===== config.mk =====
export PLATFORM = sky130hd
export DESIGN_NAME = booth4_mul
export DESIGN_NICKNAME = d
export VERILOG_FILES = /design/src/rtl/booth4_pkg.sv /design/src/rtl/booth4_recode.sv /design/src/rtl/booth4_addend.sv /design/src/rtl/booth4_ctrl.sv /design/src/rtl/booth4_mul.sv
export SDC_FILE = /design/constraint.sdc
export NUM_CORES = 1
export LEC_CHECK = 0
export ABC_AREA = 1
export BUFFER_PORTS_ARGS = -buffer_cell sky130_fd_sc_hd__buf_2
export CORE_ASPECT_RATIO = 2
export CORE_UTILIZATION = 35
export DETAILED_ROUTE_END_ITERATION = 7
export SLEW_MARGIN = 20
export SYNTH_ARGS = -nofsm -noshare
export SYNTH_HDL_FRONTEND = slang
export SYNTH_SLANG_ARGS = --single-unit

===== constraint.sdc =====
create_clock -name clk -period 2.4 [get_ports clk]
set_clock_uncertainty 0.1 [all_clocks]
set_input_delay 0.36 -clock clk [delete_from_list [all_inputs] [get_ports clk]]
set_output_delay 0.36 -clock clk [all_outputs]
set_load 0.05 [all_outputs]

===== src/rtl/booth4_pkg.sv =====
package booth4_pkg;

    typedef enum logic [1:0] {
        PH_IDLE   = 2'd0,
        PH_RUN    = 2'd1,
        PH_FINISH = 2'd2
    } booth4_phase_t;

    // addend selection produced by the recoder
    typedef struct packed {
        logic act;   // a nonzero multiple is added
        logic dbl;   // the multiple is 2M rather than M
        logic neg;   // the multiple is subtracted
    } booth4_sel_t;

endpackage


===== src/rtl/booth4_recode.sv =====
module booth4_recode
    import booth4_pkg::*;
(
    input  logic [2:0]  triple,
    output booth4_sel_t sel
);
    always_comb begin
        sel = '0;
        unique case (triple)
            3'b000, 3'b111: sel = '{act: 1'b0, dbl: 1'b0, neg: 1'b0};
            3'b001, 3'b010: sel = '{act: 1'b1, dbl: 1'b0, neg: 1'b0};
            3'b011:         sel = '{act: 1'b1, dbl: 1'b1, neg: 1'b0};
            3'b100:         sel = '{act: 1'b1, dbl: 1'b1, neg: 1'b1};
            3'b101, 3'b110: sel = '{act: 1'b1, dbl: 1'b0, neg: 1'b1};
            default:        sel = '0;
        endcase
    end
endmodule


===== src/rtl/booth4_addend.sv =====
module booth4_addend
    import booth4_pkg::*;
#(
    parameter int WIDTH = 8,
    localparam int ACC_W = WIDTH + 2
) (
    input  logic [WIDTH-1:0] mcand,
    input  booth4_sel_t      sel,
    output logic [ACC_W-1:0] addend,
    output logic             carry
);
    logic [ACC_W-1:0] mcand_ext;
    logic [ACC_W-1:0] mag;

    // sign extension to accumulator width
    assign mcand_ext = {{2{mcand[WIDTH-1]}}, mcand};

    always_comb begin
        if (!sel.act)
            mag = '0;
        else if (sel.dbl)
            mag = {mcand_ext[ACC_W-2:0], 1'b0};
        else
            mag = mcand_ext;
    end

    // subtraction: one's complement here, +1 through the carry input
    assign addend = mag ^ {ACC_W{sel.neg}};
    assign carry  = sel.neg;
endmodule


===== src/rtl/booth4_ctrl.sv =====
module booth4_ctrl
    import booth4_pkg::*;
#(
    parameter int STEPS = 4,
    localparam int CNT_W = $clog2(STEPS + 1)
) (
    input  logic clk,
    input  logic rst_n,
    input  logic start,
    output logic load,
    output logic step,
    output logic busy,
    output logic done
);
    booth4_phase_t phase_q, phase_d;
    logic [CNT_W-1:0] cnt_q, cnt_d;
    logic last_step;

    assign last_step = (cnt_q == CNT_W'(STEPS - 1));

    always_comb begin
        phase_d = phase_q;
        cnt_d   = cnt_q;
        unique case (phase_q)
            PH_IDLE: begin
                if (start) begin
                    phase_d = PH_RUN;
                    cnt_d   = '0;
                end
            end
            PH_RUN: begin
                if (last_step) begin
                    phase_d = PH_FINISH;
                    cnt_d   = '0;
                end else begin
                    cnt_d = cnt_q + 1'b1;
                end
            end
            PH_FINISH: phase_d = PH_IDLE;
            default:   phase_d = PH_IDLE;
        endcase
    end

    always_ff @(posedge clk or negedge rst_n) begin
        if (!rst_n) begin
            phase_q <= PH_IDLE;
            cnt_q   <= '0;
        end else begin
            phase_q <= phase_d;
            cnt_q   <= cnt_d;
        end
    end

    always_comb begin
        load = 1'b0;
        step = 1'b0;
        busy = 1'b0;
        done = 1'b0;
        unique case (phase_q)
            PH_IDLE:   load = start;
            PH_RUN:    begin step = 1'b1; busy = 1'b1; end
            PH_FINISH: done = 1'b1;
            default:   ;
        endcase
    end


    done_pulse_chk: assert property (@(posedge clk) disable iff (!rst_n)
        done |=> !done);


    step_bound_chk: assert property (@(posedge clk) disable iff (!rst_n)
        busy |-> (cnt_q < CNT_W'(STEPS)));


    done_follows_run_chk: assert property (@(posedge clk) disable iff (!rst_n)
        $rose(done) |-> $past(busy));


    start_ignored_chk: assert property (@(posedge clk) disable iff (!rst_n)
        (done && start) |=> (!busy && !done));
endmodule


===== src/rtl/booth4_mul.sv =====
module booth4_mul
    import booth4_pkg::*;
#(
    parameter int WIDTH = 8,
    localparam int ACC_W = WIDTH + 2,
    localparam int STEPS = WIDTH / 2
) (
    input  logic                 clk,
    input  logic                 rst_n,
    input  logic                 start,
    input  logic [WIDTH-1:0]     multiplicand,
    input  logic [WIDTH-1:0]     multiplier,
    output logic                 busy,
    output logic                 done,
    output logic [2*WIDTH-1:0]   product
);
    logic             load, step;
    logic [ACC_W-1:0] acc_q;
    logic [WIDTH-1:0] mcand_q, mplier_q;
    logic             guard_q;
    logic [2:0]       triple;
    booth4_sel_t      sel;
    logic [ACC_W-1:0] addend, sum;
    logic             carry;

    booth4_ctrl #(.STEPS(STEPS)) u_ctrl (
        .clk   (clk),
        .rst_n (rst_n),
        .start (start),
        .load  (load),
        .step  (step),
        .busy  (busy),
        .done  (done)
    );

    assign triple = {mplier_q[1:0], guard_q};

    booth4_recode u_recode (
        .triple (triple),
        .sel    (sel)
    );

    booth4_addend #(.WIDTH(WIDTH)) u_addend (
        .mcand  (mcand_q),
        .sel    (sel),
        .addend (addend),
        .carry  (carry)
    );

    assign sum = acc_q + addend + {{(ACC_W-1){1'b0}}, carry};

    always_ff @(posedge clk or negedge rst_n) begin
        if (!rst_n) begin
            acc_q    <= '0;
            mcand_q  <= '0;
            mplier_q <= '0;
            guard_q  <= 1'b0;
        end else if (load) begin
            acc_q    <= '0;
            mcand_q  <= multiplicand;
            mplier_q <= multiplier;
            guard_q  <= 1'b0;
        end else if (step) begin
            acc_q    <= {{2{sum[ACC_W-1]}}, sum[ACC_W-1:2]};
            mplier_q <= {sum[1:0], mplier_q[WIDTH-1:2]};
            guard_q  <= mplier_q[1];
        end
    end

    assign product = {acc_q[WIDTH-1:0], mplier_q};


    product_hold_chk: assert property (@(posedge clk) disable iff (!rst_n)
        (!busy && !load) |=> $stable(product));


    sign_ext_chk: assert property (@(posedge clk) disable iff (!rst_n)
        $past(step) |-> (acc_q[ACC_W-1] == acc_q[ACC_W-2]));


    zero_sel_chk: assert property (@(posedge clk) disable iff (!rst_n)
        (step && (triple == 3'b000 || triple == 3'b111)) |-> (addend == '0 && !carry));


    neg_sel_chk: assert property (@(posedge clk) disable iff (!rst_n)
        (step && triple[2] && (triple[1:0] != 2'b11)) |-> carry);
endmodule


==> results of run 1 <==
layout make-up:
| type | count | share of cell area (%) |
|---|---|---|
| Multi-Input combinational cell | 174 | 44.72 |
| Sequential cell | 30 | 30.78 |
| Timing Repair Buffer | 56 | 13.48 |
| Inverter | 30 | 4.798 |
| Clock buffer | 8 | 3.267 |
| Tap cell | 58 | 2.961 |
per-stage QoR:
| stage | hold WS, ns | TNS [ns] |
|---|---|---|
| detailed placement | 0.3396 | -0.3399 |
| finish | 0.01291 | -0.07636 |
| floorplan | -0.03559 | -0.05302 |
| global placement | 0.3425 | -0.2011 |
| global route | 0.05643 | -0.9216 |
| CTS | 0.03712 | -0.007109 |
logic make-up after synthesis:
kind of cell / Yosys count / share of synthesized area, %
compound gates: 46 / 15.90
simple gates: 109 / 25.91
xor+xnor: 8 / 3.711
buf+inv: 35 / 7.687
flops: 30 / 39.76
fa+ha+maj: 10 / 7.025
final timing paths:
check	to	slack, ns
max	acc_q[8]	-0.04
min	acc_q[5]	0.01
max reg2reg	acc_q[8]	-0.04
min reg2reg	u_ctrl.cnt_q[1]	0.40
max in group asynchronous	guard_q	1.72
min in group clk	mcand_q[3]	0.18
layer usage:
metal | GRT usage, % | vias up
li1 | - | 891
met1 | 19.26 | 816
met2 | 33.95 | 26
met3 | 3.752 | 13
met4 | 11.84 | 0
met5 | 0 | -
flip-flops by register name, indices dropped and copies added, names as in the netlist:
signal and count:
acc_q 8, u_ctrl.cnt_q 3, u_ctrl.phase_q 2, mplier_q 8, mcand_q 8, guard_q 1
synthesized netlist by cell type, drive strengths merged:
master and n:
a211oi 1, nor2 15, nand4 2, o221ai 2, o21a 1, ha 9, a22oi 2, a21oi 13
nand3 12, buf 5, nand2 78, nor3 1, o211ai 3, a32o 1, o21ai 16, o22ai 3
dfrtp 30, xnor2 4, xor2 4, a21o 2, nand3b 1, a31oi 1, fa 1, o21bai 1
inv 30
critical path: stages, from the launching register on:
cell     delay (ns)
dfrtp_2        0.44
nand2_4        0.13
inv_4          0.05
nand2_4        0.10
nand2_8        0.08
a21oi_2        0.13
o21ai_1        0.08
xor2_1         0.15
ha_1           0.35
a21o_1         0.20
a21oi_2        0.17
nand2_4        0.08
nand2_2        0.06
nand3_1        0.06
nand3_1        0.08
nand2_1        0.05
what timing repair did:
action	CTS	global route
hold endpoints to repair	0	0
gates resized for setup	15	6
setup buffers	6	5
hold buffers	0	0
endpoints found under the setup margin	5	6
cloned	1	0
pin swaps	14	15
==> impl_metrics.toml, run 1 <==
[critical_path]
r2r_start = "guard_q"
endpoint_kind = "flip-flop"
cp.arrival_ns = 2.52
worstPathRequired_ns = 2.48
path_max_fanout = 5
reg2reg_depth = 15
critical_path_class = "flip-flop to flip-flop"
crit_path_start = "guard_q"
start_kind = "flip-flop"

[global_routing]
antenna_found_initial = 0
overflow = 0
grt_start_max_net_pins = 31
grt_pass1_vias = 1835
grt_util_all_layers_pct = 19.32
grt_pass1_wl_um = 8024

[routing]
drt_first_pass_iters = 4
met1_length_um = 1647
dr.first_iter.drc_count = 20
dr_wl_met2_um = 2626
vias = 1746
detail-route-antenna-nets = 0
highest_layer = "met4"
drt_wl_total_um = 4584
routedWlPerCell_um = 12.88
viasPerCell = 4.904
drcViolationCount = 0
wl_met3_um = 109

[layout]
final_util_pct = 47.27
layout_commonest_cell = "nand2_1"
post_route_cells_drive_above_1_share_pct = 35.91
final_nets = 326
most-common-layout-cells = "nand2_1, buf_2, dfrtp_1"
n_fill_cell = 553
finalNonFillerCells = 356
multi_input_area_um2 = 1096
seq_area_um2 = 754.5
antenna_cells_inserted = 0
area.growth.synth_to_final_pct = 29.82
finalInstanceArea_um2 = 2451

[run_status]
status = "finished, violations left"
violations = "setup timing"

[flow_run]
cap_violations = 0

[timing]
worst_slew_margin_rel_pct = 55.18
fin_crit_sh_pct = 101.7
rsz0062_at_grt = "yes"
fin_ws_ns = -0.03996
min_period_ns = 2.440
tightest_slew_ns = 0.6723
setup_viol = 3
fmax_mhz = 409.8
drv_slew = 0
hold_viol_final = 0

[floorplanning]
fp.dieW_um = 53.94
initial_core_util_pct = 36.41
die-area_um2 = 5710
core_um2 = 5185
rows = 37
io_pins = 37
die_h_um = 105.9

[logic_synthesis]
synth.top_cell.area_share_pct = 39.76
postSynthNetCount = 267
yosys_warnings = 0
yosys.area.top_type = "dfrtp_1"
synth_area_leaders = "dfrtp_1, nand2_1, ha_1"
syn_inst = 238
syn_area_um2 = 1888
syn_avg_cell_area_um2 = 7.933
synth_seq_cells = 30
synth.distinct_cells = 36
ys_seq_area_share_pct = 39.76

[placement]
globalplace.congestion = 0.8722
pre_cts_slack_ns = -0.1477
dp_hpwl_um = 3508
portBuffers = 36
dpl_cell_area_um2 = 2213
dp_cells = 336

[clock_tree]
clockRootBuffer = "clkbuf_8"
insertion_delay_ns = 0.28
htreeDepth = 2
cts_buffers = 5
cts_tree = "built"
cts_sinks = 30
clk_pin_slew_ns = 0.07
cts_buffer_depth = 2

[min_path]
hp-class = "input port to async pin"
Power of run 1 is not shown: default switching activity piles up to over one toggle a cycle in this logic, so the estimate is an artifact.
==> run 2: changes to the inputs <==
--- a/config.mk
+++ b/config.mk
@@ -5,11 +5,11 @@
 export SDC_FILE = /design/constraint.sdc
 export NUM_CORES = 1
 export LEC_CHECK = 0
-export ABC_AREA = 1
-export BUFFER_PORTS_ARGS = -buffer_cell sky130_fd_sc_hd__buf_2
 export CORE_ASPECT_RATIO = 2
 export CORE_UTILIZATION = 35
 export DETAILED_ROUTE_END_ITERATION = 7
+export DONT_BUFFER_PORTS = 1
+export PLACE_DENSITY = 0.49
 export SLEW_MARGIN = 20
 export SYNTH_ARGS = -nofsm -noshare
 export SYNTH_HDL_FRONTEND = slang
==> run 2 against run 1 <==
  * The run still ends with setup timing left
  * Final cell count decreased by 17%
  * Register-to-register slack got worse by 0.21 ns
  * Utilization is 3.6 points higher
  * Highest routed layer unchanged
==> impl_metrics.toml, run 2 <==
[run_status]
status = "finished, violations left"
violations = "setup timing"

[global_routing]
overflow = 0
grt_pass1_wl_um = 7721
grt_pass1_vias = 1640
antenna_found_initial = 0
grt_util_all_layers_pct = 19.34
grt_start_max_net_pins = 31

[routing]
dr.first_iter.drc_count = 23
detail-route-antenna-nets = 0
routedWlPerCell_um = 17.18
drt_wl_total_um = 5052
viasPerCell = 5.480
vias = 1611
drt_first_pass_iters = 4
drcViolationCount = 0

[timing]
setup_viol = 5
fin_ws_ns = -0.2513
hold_viol_final = 0
whs_ns = 0.09358
tightest_slew_ns = 0.9473
fin_crit_sh_pct = 110.5
fmax_mhz = 377.2
min_period_ns = 2.651
worst_slew_margin_rel_pct = 36.61
rsz0062_at_grt = "yes"
drv_slew = 0

[floorplanning]
core_um2 = 4910
fp.dieW_um = 52.88
die_h_um = 103.8
initial_core_util_pct = 36.90
die-area_um2 = 5486
rows = 36
io_pins = 37

[layout]
n_fill_cell = 446
post_route_cells_drive_above_1_share_pct = 40.93
reg_top3 = "acc_q (8), mcand_q (8), mplier_q (8)"
seq_area_um2 = 757.0
antenna_cells_inserted = 0
area.growth.synth_to_final_pct = 37.91
final_nets = 265
layout_commonest_cell = "buf_4"
most-common-layout-cells = "buf_4, nand2_1, dfrtp_1"
finalNonFillerCells = 294
multi_input_area_um2 = 1162

[logic_synthesis]
ys_top_cells_by_count = "nand2_1, dfrtp_1, o21ai_0"
syn_area_um2 = 1812
synth_area_leaders = "dfrtp_1, nand2_1, ha_1"
ys_seq_area_share_pct = 41.44
yosysMostFrequentCell = "nand2_1"
synth_top_family_by_area = "compound AO/OA/AOI/OAI gates"
synth.area.mux_share_pct = 5.525
yosys.area.top_type = "dfrtp_1"
synth.top_cell.area_share_pct = 41.44
yosys.area_share.simple_pct = 15.40
syn_avg_cell_area_um2 = 9.535
yosys_warnings = 0
synthAdderAreaFrac_pct = 8.080
synth_compound_area_share_pct = 19.27
synthArstFlopShare_pct = 100.0
postSynthNetCount = 219
synth.distinct_cells = 41
synth_seq_cells = 30
synthFlopType = "dfrtp_1"
yosys.area_share.xor_xnor_pct = 6.768
synth-edff-count = 0
syn_inst = 190

[clock_tree]
cts_sinks = 30
clockRootBuffer = "clkbuf_8"
cts_tree = "built"
cts_buffers = 5
clk_pin_slew_ns = 0.07
htreeDepth = 2
cts_buffer_depth = 2
insertion_delay_ns = 0.28

[placement]
dp_cells = 278
globalplace.congestion = 0.9310
dp_hpwl_um = 3598
portBuffers = 0
pre_cts_slack_ns = -0.1884

[critical_path]
start_kind = "flip-flop"
cp.arrival_ns = 2.73
worstPathRequired_ns = 2.47
critical_path_class = "flip-flop to flip-flop"
endpoint_kind = "flip-flop"
path_max_fanout = 7

[flow_run]
cap_violations = 0

[min_path]
hp-class = "input port to flip-flop"
[run 2: final timing paths]
| check | slack [ns] | cells past startpoint | startpoint | to |
|---|---|---|---|---|
| max | -0.25 | 8 | mplier_q[1] | acc_q[5] |
| min | 0.09 | 2 | multiplier[6] | mplier_q[6] |
| max reg2reg | -0.25 | 8 | mplier_q[1] | acc_q[5] |
| min reg2reg | 0.41 | 2 | u_ctrl.cnt_q[2] | u_ctrl.cnt_q[2] |
| max in group asynchronous | 1.60 | 2 | rst_n | mplier_q[1] |
| min in group asynchronous | 0.42 | 2 | rst_n | acc_q[5] |
[run 2: what timing repair did]
item                                   in CTS  in global routing
gates resized for setup                     7                 32
hold buffers                                2                  0
pin swaps                                   3                 20
setup endpoints to repair                   6                  7
buffers inserted                            1                  6
endpoints found under the hold margin      30                  0
gates cloned                                0                  0
[run 2: metrics by stage]
step / setup TNS (ns) / utilization [%] / cell area [µm²]
after floorplan: -0.9118 / - / 1863
after global placement: -0.7598 / 44.57 / 2188
after detailed placement: -1.001 / 44.57 / 2188
after CTS: -0.3549 / 47.76 / 2345
after global routing: -0.9633 / 50.89 / 2499
final: -0.6502 / 50.89 / 2499
[run 2: layout make-up]
cell class / count / share of cell area [%]
Inverter: 5 / 0.7511
Tap cell: 57 / 2.854
Sequential cell: 30 / 30.30
Clock inverter: 2 / 0.5008
Clock buffer: 6 / 3.305
Multi-Input combinational cell: 146 / 46.52
Timing Repair Buffer: 48 / 15.77
[run 2: critical path, cell delays in order, from the launching register on]
cell,delay (ns)
dfrtp_4,0.54
buf_6,0.16
xor2_1,0.14
a221o_1,0.39
ha_4,0.29
nand4_1,0.16
nor4_2,0.07
or4_1,0.46
a32o_1,0.23
[run 2: cell families after synthesis]
family / Yosys count
fa+ha+maj: 11
xor+xnor: 14
buf+inv: 14
mux: 9
simple gates: 59
compound gates: 53
flops: 30
[run 2: metal layers]
| metal | GRT usage, % | routed length, µm |
|---|---|---|
| met1 | 20.63 | 1907 |
| met3 | 3.818 | 168 |
| met2 | 33.73 | 2817 |
| met5 | 0 | 0 |
| met4 | 9.962 | 158 |
Power of run 2 is left out for the same reason.
